==> config.mk <==
export PLATFORM = sky130hd
export DESIGN_NAME = rtfa_top
export DESIGN_NICKNAME = d
export VERILOG_FILES = /design/src/rtl/rtfa_pkg.sv /design/src/rtl/rtfa_elem.sv /design/src/rtl/rtfa_outreg.sv /design/src/rtl/rtfa_top.sv
export SDC_FILE = /design/constraint.sdc
export NUM_CORES = 1
export LEC_CHECK = 0
export ABC_AREA = 1
export BUFFER_PORTS_ARGS = -buffer_cell sky130_fd_sc_hd__buf_2
export CAP_MARGIN = 5
export CORE_AREA = 2 2 39 41
export DETAILED_ROUTE_END_ITERATION = 12
export DIE_AREA = 0 0 41 43
export RECOVER_POWER = 100
export SLEW_MARGIN = 20
export SYNTH_ARGS = -nofsm -noshare
export SYNTH_HDL_FRONTEND = slang
export SYNTH_SLANG_ARGS = --single-unit
==> constraint.sdc <==
create_clock -name clk -period 2.5 [get_ports clk]
set_clock_uncertainty 0.15 [all_clocks]
set_input_delay 0.25 -clock clk [delete_from_list [all_inputs] [get_ports clk]]
set_output_delay 0.25 -clock clk [all_outputs]
set_load 0.02 [all_outputs]
==> src/rtl/rtfa_pkg.sv <==
package rtfa_pkg;

  localparam int MAXC = 16;
  localparam int HW   = 4;

  typedef enum logic [1:0] {EL_COPY = 2'd0, EL_FULL = 2'd1, EL_TERN = 2'd2} elem_e;
  typedef logic [MAXC*HW-1:0] prof_t;
  typedef logic [255:0]       bitv_t;

  function automatic int col_h(prof_t p, int c);
    if (c < 0 || c >= MAXC) return 0;
    return int'(p[c*HW +: HW]);
  endfunction

  function automatic prof_t keep_cols(prof_t p, int n);
    prof_t r = '0;
    for (int i = 0; i < MAXC; i++)
      if (i < n) r[i*HW +: HW] = p[i*HW +: HW];
    return r;
  endfunction

  function automatic elem_e pick(int inputs);
    if (inputs <= 1) return EL_COPY;
    if (inputs <= 3) return EL_FULL;
    return EL_TERN;
  endfunction

  function automatic elem_e col_kind(prof_t p, int c);
    elem_e k    = EL_COPY;
    int    prim = 0;
    int    sec  = 0;
    for (int i = 0; i < MAXC; i++)
      if (i <= c) begin
        k    = pick(col_h(p, i) + prim + sec);
        prim = (k != EL_COPY) ? 1 : 0;
        sec  = (k == EL_TERN) ? 1 : 0;
      end
    return k;
  endfunction

  function automatic bit prim_in(prof_t p, int c);
    return (c > 0) && (col_kind(p, c - 1) != EL_COPY);
  endfunction

  function automatic bit sec_in(prof_t p, int c);
    return (c > 0) && (col_kind(p, c - 1) == EL_TERN);
  endfunction

  function automatic bit prof_fits(prof_t p, int n);
    bit ok = 1'b1;
    for (int i = 0; i < MAXC; i++)
      if (i < n) begin
        if (i == 0) ok = ok && (col_h(p, i) <= 4);
        else        ok = ok && (col_h(p, i) + int'(sec_in(p, i)) <= 4);
      end
    return ok;
  endfunction

  function automatic int col_off(prof_t p, int c);
    int acc = 0;
    for (int i = 0; i < MAXC; i++)
      if (i < c) acc += col_h(p, i);
    return acc;
  endfunction

  function automatic longint max_total(prof_t p, int n);
    longint acc = 0;
    for (int i = 0; i < MAXC; i++)
      if (i < n) acc += longint'(col_h(p, i)) << i;
    return acc;
  endfunction

  function automatic int sum_bits(longint v);
    int n = 1;
    for (int b = 1; b < 62; b++)
      if (v >= (longint'(1) << b)) n = b + 1;
    return n;
  endfunction

  function automatic longint weigh(bitv_t v, prof_t p, int n);
    longint acc = 0;
    int     pos = 0;
    for (int c = 0; c < MAXC; c++)
      if (c < n)
        for (int j = 0; j < HW + 11; j++)
          if (j < col_h(p, c)) begin
            if (v[pos]) acc += longint'(1) << c;
            pos++;
          end
    return acc;
  endfunction

  function automatic logic [1:0] add3(logic a, logic b, logic c);
    return {(a & b) | (a & c) | (b & c), a ^ b ^ c};
  endfunction

endpackage

==> src/rtl/rtfa_elem.sv <==
module rtfa_elem
  import rtfa_pkg::*;
#(
  parameter int    H     = 1,
  parameter elem_e KIND  = EL_COPY,
  parameter bit    PIN   = 1'b0,
  parameter bit    SIN   = 1'b0,
  parameter bit    FIRST = 1'b0,
  localparam int   HB    = (H > 0) ? H : 1
) (
  input  logic [HB-1:0] bits,
  input  logic          cp_in,
  input  logic          cs_in,
  output logic          sum,
  output logic          cp_out,
  output logic          cs_out
);

  logic [3:0] own;
  logic       unused_in;

  if (H > 4) begin : g_too_tall
    $error("rtfa_elem: column taller than four bits");
  end

  for (genvar j = 0; j < 4; j++) begin : g_own
    if (j < H) begin : g_b
      assign own[j] = bits[j];
    end else begin : g_z
      assign own[j] = 1'b0;
    end
  end

  assign unused_in = ^{cp_in, cs_in, own};

  if (KIND == EL_TERN) begin : g_tern
    logic [1:0] lut_r;
    logic [1:0] chn_r;
    logic       side;
    logic       chin;
    assign lut_r  = add3(own[0], own[1], own[2]);
    assign side   = SIN ? cs_in : (FIRST ? 1'b0 : own[3]);
    assign chin   = FIRST ? own[3] : (PIN ? cp_in : 1'b0);
    assign chn_r  = add3(lut_r[0], side, chin);
    assign sum    = chn_r[0];
    assign cp_out = chn_r[1];
    assign cs_out = lut_r[1];
  end else if (KIND == EL_FULL) begin : g_full
    logic [1:0] cnt;
    assign cnt = 2'(own[0]) + 2'(own[1]) + 2'(own[2]) + 2'(own[3])
               + 2'(PIN & cp_in) + 2'(SIN & cs_in);
    assign sum    = cnt[0];
    assign cp_out = cnt[1];
    assign cs_out = 1'b0;
  end else begin : g_copy
    assign sum    = |{own, PIN & cp_in, SIN & cs_in};
    assign cp_out = 1'b0;
    assign cs_out = 1'b0;
  end

endmodule

==> src/rtl/rtfa_outreg.sv <==
module rtfa_outreg #(
  parameter int W = 8
) (
  input  logic         clk,
  input  logic         rst_n,
  input  logic [W-1:0] d,
  output logic [W-1:0] q
);

  always_ff @(posedge clk) begin
    if (!rst_n) q <= '0;
    else        q <= d;
  end

endmodule

==> src/rtl/rtfa_top.sv <==
module rtfa_top
  import rtfa_pkg::*;
#(
  parameter int    NCOL  = 5,
  parameter prof_t PROF  = prof_t'(64'h13234),
  localparam prof_t PRF  = keep_cols(PROF, NCOL),
  localparam int   NBITS = col_off(PRF, NCOL),
  localparam longint MAXV = max_total(PRF, NCOL),
  localparam int   SW    = sum_bits(MAXV)
) (
  input  logic             clk,
  input  logic             rst_n,
  input  logic [NBITS-1:0] col_bits,
  output logic [SW-1:0]    sum_q
);

  logic [SW:0]   cpv;
  logic [SW:0]   csv;
  logic [SW-1:0] adder_sum;

  if (!prof_fits(PRF, NCOL) || SW < NCOL || NCOL > MAXC) begin : g_bad_profile
    $error("rtfa_top: column profile does not fit the final adder");
  end

  assign cpv[0] = 1'b0;
  assign csv[0] = 1'b0;

  for (genvar c = 0; c < SW; c++) begin : g_col
    localparam int HC = col_h(PRF, c);
    localparam int OF = col_off(PRF, c);
    localparam elem_e KC = col_kind(PRF, c);
    logic [((HC > 0) ? HC : 1)-1:0] cb;

    if (HC > 0) begin : g_tap
      assign cb = col_bits[OF +: HC];
    end else begin : g_none
      assign cb = 1'b0;
    end

    rtfa_elem #(
      .H    (HC),
      .KIND (KC),
      .PIN  (prim_in(PRF, c)),
      .SIN  (sec_in(PRF, c)),
      .FIRST(c == 0)
    ) u_elem (
      .bits  (cb),
      .cp_in (cpv[c]),
      .cs_in (csv[c]),
      .sum   (adder_sum[c]),
      .cp_out(cpv[c+1]),
      .cs_out(csv[c+1])
    );


    col_balance_chk: assert property (@(posedge clk) disable iff (!rst_n)
      ($countones(cb) + int'(cpv[c]) + int'(csv[c]))
        == (int'(adder_sum[c]) + 2 * (int'(cpv[c+1]) + int'(csv[c+1]))))
      else $error("column %0d loses value", c);


    sec_carry_own_chk: assert property (@(posedge clk) disable iff (!rst_n)
      csv[c+1] |-> ($countones(cb) >= 2))
      else $error("secondary carry of column %0d not from own bits", c);

    if (KC == EL_COPY) begin : g_copy_chk

      copy_single_chk: assert property (@(posedge clk) disable iff (!rst_n)
        $countones({cb, cpv[c], csv[c]}) <= 1)
        else $error("copy column %0d sees several inputs", c);
    end
  end

  rtfa_outreg #(.W(SW)) u_outreg (
    .clk  (clk),
    .rst_n(rst_n),
    .d    (adder_sum),
    .q    (sum_q)
  );

  logic armed;
  always_ff @(posedge clk) begin
    if (!rst_n) armed <= 1'b0;
    else        armed <= 1'b1;
  end


  no_overflow_chk: assert property (@(posedge clk) disable iff (!rst_n)
    !cpv[SW] && !csv[SW])
    else $error("carry left the top column");


  sum_match_chk: assert property (@(posedge clk) disable iff (!rst_n)
    armed |-> (sum_q == SW'(weigh(bitv_t'($past(col_bits)), PRF, NCOL))))
    else $error("registered sum differs from weighted input");

endmodule

# Yosys cells after proc, flatten, opt, wreduce, memory -nomap -nowiden
# Cells that the tools add are included.
[word_totals]
elab_cells = 49
input_bits = 15
output_inout_bits = 6
register_bits = 6
[op_classes]
n_addsub = 2
n_bitwise = 46
[ops]
columns = ["op", "count"]
rows = [
  ["$and A1 B1 Y1", 20],
  ["$xor A1 B1 Y1", 14],
  ["$or A1 B1 Y1", 12],
  ["$add A1 B1 Y2", 1],
  ["$add A2 B1 Y2", 1],
]

# Depth between registers and ports, before layout
[logic_depth]
depth_word = 14
ltp_mapped = 12

# Cells and area by module
# A second synthesis with hierarchy kept.
[unflattened]
hier_cells = 60
hier_area_um2 = 469.2
[by_module_without_submodules]
columns = ["module", "n_inst", "seq_area_each_um2", "area_per_inst_um2", "cells_each"]
rows = [
  ["rtfa_outreg", 1, 120.1, 165.2, 18],
  ["rtfa_elem at g_col[1].u_elem ...", 2, 0.0, 70.1, 10],
  ["rtfa_elem at g_col[0].u_elem ...", 2, 0.0, 51.3, 7],
  ["rtfa_elem at g_col[4].u_elem", 1, 0.0, 31.3, 3],
  ["rtfa_elem at g_col[5].u_elem", 1, 0.0, 26.3, 4],
  ["rtfa_top", 1, 0.0, 3.8, 1],
]

# Worst setup path after synthesis
# Ideal clock, no wire load.
[synth_timing]
path_kind = "input to register"
startpoint = "input port col_bits[0]"
endpoint = "register u_outreg.q[4]"
setup_time_ns = 0.109
path_stages = 12
slack_ns = -0.263
required_time_ns = 2.241
t_arrival_ns = 2.504
path_cell_list = "inv_1 fa_1 inv_1 ha_1 fa_1 fa_1 inv_1 fa_1 inv_1 fa_1 nand2_1 inv_1"
[synth_between]
elab_chain_cells = 14
elab_cells_between_ends = 22
[synth_rtl]
columns = ["element", "line", "text"]
rows = [
  ["start, declared", "rtfa_top.sv:13", "input logic [NBITS-1:0] col_bits,"],
  ["$and A1 B1 Y1 or $xor A1 B1 Y1 (tied branches)", "rtfa_pkg.sv:94", "return {(a & b) | (a & c) | (b & c), a ^ b ^ c};"],
  ["$or A1 B1 Y1 or $xor A1 B1 Y1 (tied branches)", "rtfa_pkg.sv:94", ""],
  ["$or A1 B1 Y1 or $and A1 B1 Y1 (tied branches)", "rtfa_pkg.sv:94", ""],
  ["$and A1 B1 Y1", "rtfa_pkg.sv:94", ""],
  ["$or A1 B1 Y1", "rtfa_pkg.sv:94", ""],
  ["$or A1 B1 Y1 *", "rtfa_pkg.sv:94", ""],
  ["$and A1 B1 Y1", "rtfa_pkg.sv:94", ""],
  ["$or A1 B1 Y1", "rtfa_pkg.sv:94", ""],
  ["$or A1 B1 Y1 *", "rtfa_pkg.sv:94", ""],
  ["$and A1 B1 Y1", "rtfa_pkg.sv:94", ""],
  ["$or A1 B1 Y1", "rtfa_pkg.sv:94", ""],
  ["$or A1 B1 Y1 *", "rtfa_pkg.sv:94", ""],
  ["$add A1 B1 Y2 *", "rtfa_elem.sv:51", "+ 2'(PIN & cp_in) + 2'(SIN & cs_in);"],
  ["$add A2 B1 Y2 *", "rtfa_elem.sv:51", ""],
  ["named net g_col[4].u_elem.sum", "rtfa_elem.sv:14", "output logic sum,"],
  ["end signal, assigned", "rtfa_outreg.sv:11", "if (!rst_n) q <= '0;"],
  ["end signal, assigned", "rtfa_outreg.sv:12", "else q <= d;"],
  ["end, declared", "rtfa_outreg.sv:7", "output logic [W-1:0] q"],
]
# The timed path passes the listed nets; every way through them passes the cells marked *.
# A chain may end at the register's enable or synchronous reset.

# Worst setup path in the final report
# Ends and elaborated chain as after synthesis.

==> impl_summary.txt <==
----------------------------------------------------
[Synth]
  Post-synthesis sequential area ratio ... 31.2%
  Distinct cell type count after synthesis ... 7
  Synthesized netlist net count ... 65
  Synthesis-stage register bit count ... 6
  Post-synthesis instance total ... 41
  Yosys warning total ... 0
  Post-Syn Area per Cell ... 9.40 um^2
  Mapped Area ... 385 um^2

[CTS]
  CTS tree ... done
  CTS Buffer Depth ... 2
  Clock sink count ... 6
  Library cell used as clock root buffer ... clkbuf_4
  Number of H-tree branching levels ... 1
  Post-CTS setup buffer count ... 0
  TritonCTS Buffers ... 3
  Clock transition at the register clock pins on the worst setup and hold paths after CTS ... 40 ps

[Critical path]
  CP max stage cell ... fa_1
  Stages on the worst setup path ... 13
  Crit path to ... u_outreg.q[4]$_SDFF_PN0_
  Crit path largest cell delay ... 540 ps
  Crit end category ... register
  Highest net fanout along the worst path ... 1
  Worst path cell trace ... buf_2 -> inv_1 -> fa_1 -> inv_2 -> ha_4 -> fa_2 -> fa_2 -> inv_2 -> fa_1 -> inv_1 -> fa_1 -> nand2_1 -> inv_1
  Kind of start point of the critical path ... primary input
  Cell family with most CP delay ... adder cells
  Crit. Startpoint ... col_bits[0]
  Worst path arrival time ... 2570 ps
  Required @ worst endpoint ... 2490 ps
  WS Path Type ... in -> reg
  Critical path buffers and inverters ... 6

[Floorplan]
  Number of cell rows ... 14
  Vertical extent of the die ... 43 um
  Core area ... 1380 um^2
  Die outline area ... 1760 um^2
  Number of placed I/O pins ... 21
  Starting density of the core ... 27.8%
  Horizontal extent of the die ... 41 um

[Global route]
  Leftover overflow at the end of global routing ... 0
  Largest net degree at the start of global routing ... 7
  Number of global-route vias before repair ... 276
  Initial antenna violation count ... 0
  Overall track demand over capacity in global routing ... 8.50%
  Global-route wire length before repair ... 952 um

[Power]
  Static leakage power ... 0.319 nW
  Total power divided by cell area ... 589 nW/um^2
  Worst-case vdd ir drop ... 0.124 mV

[Timing]
  Max Slew Vio Count ... 0
  Unrepaired setup endpoints after global routing ... yes
  Final critical-path required period ... 2580 ps
  F_max ... 387 MHz
  Slew at the pin closest to its max-slew limit ... 252 ps
  Tcrit/Tclk final ... 103%
  Final hold violation count ... 0
  Slew headroom ... 83.3%
  Setup violators final ... 2
  Min setup slack post-route ... -81.4 ps

[Final layout]
  Leading registers by flop count ... u_outreg.q (6)
  Area Overhead vs Synth ... 39.6%
  Antenna fix cells ... 0
  # fillers ... 152
  Register bank with the most flops ... u_outreg.q
  Summed area of non-filler cells in the final layout ... 538 um^2
  Share of the core filled with cells ... 38.9%
  Share of cells above drive strength 1 ... 37.5%
  Final net count ... 90
  Flip-flop count of the largest register, all copies and words added ... 6

[Routing]
  Drt total wl ... 605 um
  First drt pass iteration count ... 2
  Drc violations ... 0
  Number of vias per cell after detailed routing ... 3.71
  Post-DRT Antenna Nets ... 0
  Total via count after detailed routing ... 297
  Average wire length per cell after detail routing ... 7.56 um
  Iteration-0 DRC count of the detailed router ... 8

[Job]
  Max-capacitance violation count ... 0

[Status]
  Failing checks ... negative setup slack
  Outcome ... complete, but fails checks

[Place]
  Last weighted congestion value of the routability-driven placer ... 0.536
  Port buffer count ... 20
  Sum of net half-perimeters after detailed placement ... 522 um
  Instance area after placement ... 513 um^2

[Min path]
  Count of cells along the worst hold path ... 3
  Type of the tightest min-delay check ... in -> reg

----------------------------------------------------
==> tightest hold or removal path, cell delays in order <==
cell    delay [ps]
buf_2          140
inv_2           60
nor2_2          30
==> metrics by stage <==
step / setup TNS (ps) / power, mW / cells / hold slack (ps) / worst slack, ps
detailed placement: -727 / 0.232 / 77 / 369 / -342
global route: -289 / 0.349 / 80 / 117 / -183
floorplan: -316 / 0.195 / 41 / 193 / -197
finish: -95.6 / 0.317 / 80 / 122 / -81.4
CTS: -120 / 0.323 / 80 / 112 / -88.7
global placement: -698 / 0.230 / 77 / 366 / -334
==> report_power, final <==
part	switching [mW]	total (mW)	internal, mW
clock	0.0338	0.0880	0.0542
combinational	0.0675	0.112	0.0449
sequential	0.00353	0.117	0.113
total	0.105	0.317	0.212
==> cell type report <==
class                           count  area (um^2)  area share, %
Timing Repair Buffer               20         92.6           17.2
Multi-Input combinational cell     15          208           38.6
Sequential cell                     6          120           22.3
Clock buffer                        3         22.5           4.19
Inverter                           20         75.1           14.0
Tap cell                           16         20.0           3.72
==> layer usage <==
| metal | share of wire (%) | global-route usage [%] | vias to the layer above |
|---|---|---|---|
| met4 | 0 | 10.0 | 0 |
| met2 | 51 | 12.2 | 10 |
| met3 | 8.9 | 1.57 | 0 |
| li1 | - | - | 153 |
| met5 | 0 | 0 | - |
| met1 | 40 | 8.91 | 134 |
==> Yosys cell counts <==
| master | n | area share, % |
|---|---|---|
| inv_1 | 19 | 19 |
| fa_1 | 7 | 36 |
| dfxtp_1 | 6 | 31 |
| nand2_1 | 5 | 4.9 |
| ha_1 | 2 | 6.5 |
| inv_2 | 1 | 0.97 |
| nor2_2 | 1 | 1.6 |
==> cell usage in the layout, fill, tap and decap left out <==
cell type  instances
ha_4               1
clkbuf_4           3
fa_1               5
nor2_2             1
fa_2               2
nand2_1            5
clkbuf_1           6
inv_1             17
ha_1               1
inv_2              3
buf_2             14
dfxtp_1            6
==> timing repair <==
action,in CTS,in global routing
pin swaps,0,1
resized for setup,0,2
setup endpoints to repair,2,2
hold buffers,0,0
==> worst min-delay path by stage <==
stage           from                  endpoint  slack, ps
2_1_floorplan  rst_n  u_outreg.q[0]$_SDFF_PN0_        190
3_3_place_gp   rst_n  u_outreg.q[3]$_SDFF_PN0_        370
3_5_place_dp   rst_n  u_outreg.q[3]$_SDFF_PN0_        370
4_1_cts        rst_n  u_outreg.q[3]$_SDFF_PN0_        110
5_1_grt        rst_n  u_outreg.q[3]$_SDFF_PN0_        120
6_report       rst_n  u_outreg.q[3]$_SDFF_PN0_        120
==> logic make-up (layout without fill, tap and decap cells) <==
family	Yosys count	in the layout	synth area share [%]
buffers and inverters	20	43	19.5
adders and majority gates	9	9	42.9
DFF	6	6	31.2
and+or+nand+nor	6	6	6.50
Power figures use the tool's default switching activity.
